$ cat config.mk
export PLATFORM = sky130hd
export DESIGN_NAME = fwd_select
export DESIGN_NICKNAME = d
export VERILOG_FILES = /design/src/rtl/fwd_select.sv
export SDC_FILE = /design/constraint.sdc
export NUM_CORES = 1
export LEC_CHECK = 0
export BUFFER_PORTS_ARGS = -buffer_cell sky130_fd_sc_hd__buf_2
export CAP_MARGIN = 20
export CORE_AREA = 2 2 39 41
export DETAILED_ROUTE_END_ITERATION = 10
export DIE_AREA = 0 0 41 43
export PLACE_DENSITY = 0.58
export SLEW_MARGIN = 10
export SYNTH_ARGS = -nofsm -noshare
export SYNTH_HDL_FRONTEND = slang
export SYNTH_SLANG_ARGS = --single-unit
$ cat constraint.sdc
create_clock -name vclk -period 1.5
set_input_delay 0.3 -clock vclk [all_inputs]
set_output_delay 0.3 -clock vclk [all_outputs]
set_load 0.01 [all_outputs]
$ cat src/rtl/fwd_select.sv
module fwd_select #(
  parameter int REG_W    = 4,
  parameter bit ZERO_REG = 1'b1
) (
  input  logic [REG_W-1:0] ex_src_a,
  input  logic [REG_W-1:0] ex_src_b,
  input  logic [REG_W-1:0] mem_dst,
  input  logic             mem_we,
  input  logic [REG_W-1:0] wb_dst,
  input  logic             wb_we,
  output logic [1:0]       sel_a,
  output logic [1:0]       sel_b
);
  localparam logic [1:0] SEL_RF  = 2'b00;
  localparam logic [1:0] SEL_MEM = 2'b10;
  localparam logic [1:0] SEL_WB  = 2'b01;

  logic [1:0][REG_W-1:0] src;
  logic [1:0][1:0]       sel;

  assign src[0] = ex_src_a;
  assign src[1] = ex_src_b;

  for (genvar i = 0; i < 2; i++) begin : g_opnd
    logic live, hit_mem, hit_wb;
    assign live    = !(ZERO_REG && src[i] == '0);
    assign hit_mem = live && mem_we && (mem_dst == src[i]);
    assign hit_wb  = live && wb_we && (wb_dst == src[i]);
    assign sel[i]  = hit_mem ? SEL_MEM : (hit_wb ? SEL_WB : SEL_RF);
  end

  assign sel_a = sel[0];
  assign sel_b = sel[1];
endmodule

==> results of run 1 <==
-- final cells by class --
type               instances  area share
multi-input cells         34      0.5962
repair buffers            25      0.3604
well taps                 16     0.04336
-- cells by family after synthesis --
group	count (synthesis)	synth area share
AO/OA/AOI/OAI	4	0.1488
XOR/XNOR	12	0.3907
buffers and inverters	2	0.05580
AND/OR/NAND/NOR	18	0.4046
-- worst max-delay path, stage by stage --
cell and delay (ps):
buf_8 90, nor3_1 40, or3_4 350, a221oi_2 220, buf_2 160
-- synth_stat cells (all sizes together) --
cell type  instances  area [um^2]
xnor2             12        105.1
nand2              4        15.01
nor3               4        20.02
a221oi             2        30.03
and2               2        13.77
and4               2        22.52
buf                2        15.01
nand4              2        12.51
o21ai              2        10.00
or2                2        12.51
or3                2        12.51
-- per-stage QoR --
stage	worst slack (ps)	cells	hold slack, ps
floorplan	149.3	36	708.7
global placement	-25.59	75	964.5
detailed placement	-67.98	75	966.1
CTS	2.238	75	966.7
global route	-3.048	75	966.3
finish	29.32	75	949.4
-- power breakdown --
group          switching, uW  total, uW  internal (uW)  leakage [uW]
registers                  0          0              0             0
clock network              0          0              0             0
logic                   50.3        121           70.3      0.000200
total                   50.3        121           70.3      0.000200
-- per-layer routing --
layer,part of all wire,GRT usage,wire length (um),vias to the layer above
li1,-,-,-,176
met1,0.38,0.1203,285,154
met2,0.52,0.1563,393,11
met3,0.098,0,74,0
met4,0,0,0,0
met5,0,0,0,-
-- worst paths after layout --
path  endpoint  depth (start not counted)  slack [ps]        start
max   sel_a[0]                          5          30  ex_src_a[1]
min   sel_a[0]                          4         950  ex_src_a[2]
-- what timing repair did --
action / in CTS / in global routing
pin swaps: 0 / 3
resized for setup: 1 / 16
setup endpoints to repair: 2 / 3
==> impl_metrics.yaml, run 1 <==
status:
  status: "completed"
setup_path:
  cp-start-kind: "primary input"
  crit_required_ps: 1200
  end_kind: "output pin"
  cp.arrival_ps: 1170
  path_class: "primary input to output pin"
  path_max_fanout: 4
finish:
  nNetsFinal: 79
  drive_gt1_frac: 0.6102
  regArea_um2: 0
  syn2layout_area_growth_pct: 71.63
  n_antenna_cell: 0
  n_sequential_cell: 0
  n_fill_cell: 152
  fin_util: 0.3336
  layout_commonest_cell: "buf_2"
  final_area_um2: 461.7
  num-clock-buffers: 0
  final_cell_mix: "buf_2, xnor2_1, buf_4"
  multi_input_area_um2: 275.3
power_and_ir_drop:
  ir_drop_mv: 0.08355
  finalPower_uw: 120.6
  p_leak_uw: 0.0001998
  powerDensity_nw_per_um2: 261.1
floorplan:
  core_area_um2: 1384
  dieArea_um2: 1763
  die_w_um: 41
  num_rows: 14
  die_y_um: 43
  io_pins: 22
  start_util: 0.1944
route:
  drt-initial-drc-count: 4
  first_pass_iters: 2
  totalWireLength_um: 753
  final_antenna_net_count: 0
  wl_per_cell_um: 10.04
  drc: 0
  vias: 341
  vias_per_cell: 4.547
grt:
  overflow: 0
  antenna_found_initial: 0
  grt_pass1_wl_mm: 1.179
  grt_util_all_layers: 0.08791
  grt_start_max_net_pins: 5
  grt_pass1_vias: 319
clocking:
  cts-hold-fix-buffers: 0
  post-cts-setup-buffers: 0
synthesis:
  syn_nets: 54
  synth_warnings: 0
  netlist_instances: 36
  syn_area_um2: 269.0
  synth_seq_area_share: 0
  ys_types: 13
  syn_avg_cell_area_um2: 7.472
timing:
  drv_slew: 0
  clock.fmax_mhz: 680.0
  hold_viol: 0
  min_period_ps: 1471
  finalSetupTns_ps: 0
  slew_headroom: 0.8596
  setup_viol: 0
  post-route-period-util: 0.9805
  worst_slew_pin_slew_ps: 209.1
placement:
  portBuffers: 22
  globalplace.congestion: 0.6762
  hpwlAfterDp_um: 682.9
  place_area_um2: 406.6
run:
  maxCapViolCount: 0
hold_path:
  holdCritPathClass: "primary input to output pin"
Note: power is estimated with default switching activity, not from simulation.
==> run 2: changes to the inputs <==
- ABC_AREA: not set -> 1
- CAP_MARGIN: 20 -> not set
- PLACE_DENSITY: 0.58 -> 0.66
==> impl_metrics.yaml, run 2 <==
status:
  status: "completed"
finish:
  syn2layout_area_growth_pct: 31.94
  n_sequential_cell: 0
  instances_no_fill: 124
  fin_util: 0.3436
  nNetsFinal: 128
  layout_commonest_cell: "nand2_1"
  n_antenna_cell: 0
  final_cell_mix: "nand2_1, buf_2, nor2_1"
  drive_gt1_frac: 0.2315
  regArea_um2: 0
  num-clock-buffers: 0
grt:
  antenna_found_initial: 0
  grt_util_all_layers: 0.1149
  grt_start_max_net_pins: 5
  grt_pass1_wl_mm: 1.538
  overflow: 0
  grt_pass1_vias: 450
synthesis:
  syn_area_um2: 360.3
  synth_seq_area_share: 0
  syn_avg_cell_area_um2: 4.095
  ys_types: 9
  synth_commonest_cells: "nand2_1, nor2_1, inv_1"
  syn_nets: 106
  netlist_instances: 88
  synth_warnings: 0
  yosys.area.top_type: "nand2_1"
  synth_top_area_share: 0.4792
  post-synth-top-count-cell: "nand2_1"
  synth.area.top_cells: "nand2_1, nor2_1, inv_1"
route:
  vias_per_cell: 4.113
  wl_per_cell_um: 7.250
  final_antenna_net_count: 0
  drc: 0
  first_pass_iters: 4
  vias: 510
  drt-initial-drc-count: 7
  totalWireLength_um: 899
power_and_ir_drop:
  ir_drop_mv: 0.06550
  powerDensity_nw_per_um2: 238.0
  p_leak_uw: 0.0003506
placement:
  hpwlAfterDp_um: 837.5
  globalplace.congestion: 0.8154
  portBuffers: 22
  placed_cells: 124
  pre_cts_ws_ps: 173.8
timing:
  drv_slew: 0
  clock.fmax_mhz: 764.2
  setup_viol: 0
  min_period_ps: 1309
  rsz0062_at_grt: "no"
  post-route-period-util: 0.8723
  setup_ws_ps: 191.5
  worst_slew_pin_slew_ps: 119.2
  slew_headroom: 0.9199
  finalSetupTns_ps: 0
  hold_viol: 0
hold_path:
  holdCritPathClass: "primary input to output pin"
setup_path:
  cp.arrival_ps: 1010
  end_kind: "output pin"
  cp-start-kind: "primary input"
  path_max_fanout: 4
  crit_required_ps: 1200
  path_class: "primary input to output pin"
clocking:
  cts-hold-fix-buffers: 0
  post-cts-setup-buffers: 0
  cts_resized: 0
floorplan:
  io_pins: 22
  num_rows: 14
  start_util: 0.2604
  die_w_um: 41
  die_y_um: 43
  dieArea_um2: 1763
  core_area_um2: 1384
run:
  maxCapViolCount: 0
run 2: cell count changes after synthesis, sizes merged:
| cell | previous run | this run |
|---|---|---|
| xnor2 | 12 | 2 |
| or2 | 2 | 0 |
| nand2 | 4 | 46 |
| nand4 | 2 | 0 |
| o21ai | 2 | 0 |
| nor3 | 4 | 0 |
| and4 | 2 | 0 |
| nand3 | 0 | 2 |
| inv | 0 | 16 |
| a221oi | 2 | 0 |
| or3 | 2 | 0 |
| nor2 | 0 | 20 |
| and2 | 2 | 0 |
run 2: metrics by stage:
step / total power, uW / hold WS, ps / cell area [um^2]
after floorplan: 67.77 / 800.7 / 360.3
after global placement: 113.5 / 1006 / 475.5
after detailed placement: 114.3 / 1005 / 475.5
after CTS: 114.8 / 1011 / 475.5
after global routing: 132.4 / 1045 / 475.5
final: 113.1 / 1005 / 475.5
run 2: area by class of cell:
cell class	count	area (um^2)
multi-input combinational	70	285.3
fill	173	908.4
tap	16	20.02
inverter	16	60.06
timing repair buffer	22	110.1
run 2: kinds of logic after synthesis:
| kind of cell | Yosys count | share of synthesized area |
|---|---|---|
| buffers and inverters | 18 | 0.2083 |
| AND/OR/NAND/NOR | 68 | 0.7431 |
| XOR/XNOR | 2 | 0.04862 |
run 2: where the power goes:
part           internal (uW)  switching (uW)  leakage, uW
Clock                      0               0            0
Combinational           48.2            64.9     0.000351
Sequential                 0               0            0
Total                   48.2            64.9     0.000351
run 2: worst paths after layout:
| path | from | depth (start not counted) | slack [ps] | end |
|---|---|---|---|---|
| setup / recovery | ex_src_a[1] | 9 | 190 | sel_a[0] |
| hold / removal | mem_dst[2] | 5 | 1010 | sel_a[1] |
run 2: worst max-delay path: stages:
cell	delay, ps
buf_2	110
inv_1	50
nand2_1	50
nand2_1	40
nor2_1	90
nand2_1	80
nor2_2	100
nor2_1	50
buf_2	130
run 2: routing by layer:
| layer | part of all wire | GRT usage | vias up |
|---|---|---|---|
| met2 | 0.48 | 0.2094 | 12 |
| met5 | 0 | 0 | - |
| met1 | 0.47 | 0.1487 | 209 |
| met3 | 0.048 | 0.005236 | 0 |
| met4 | 0 | 0 | 0 |
| li1 | - | - | 289 |
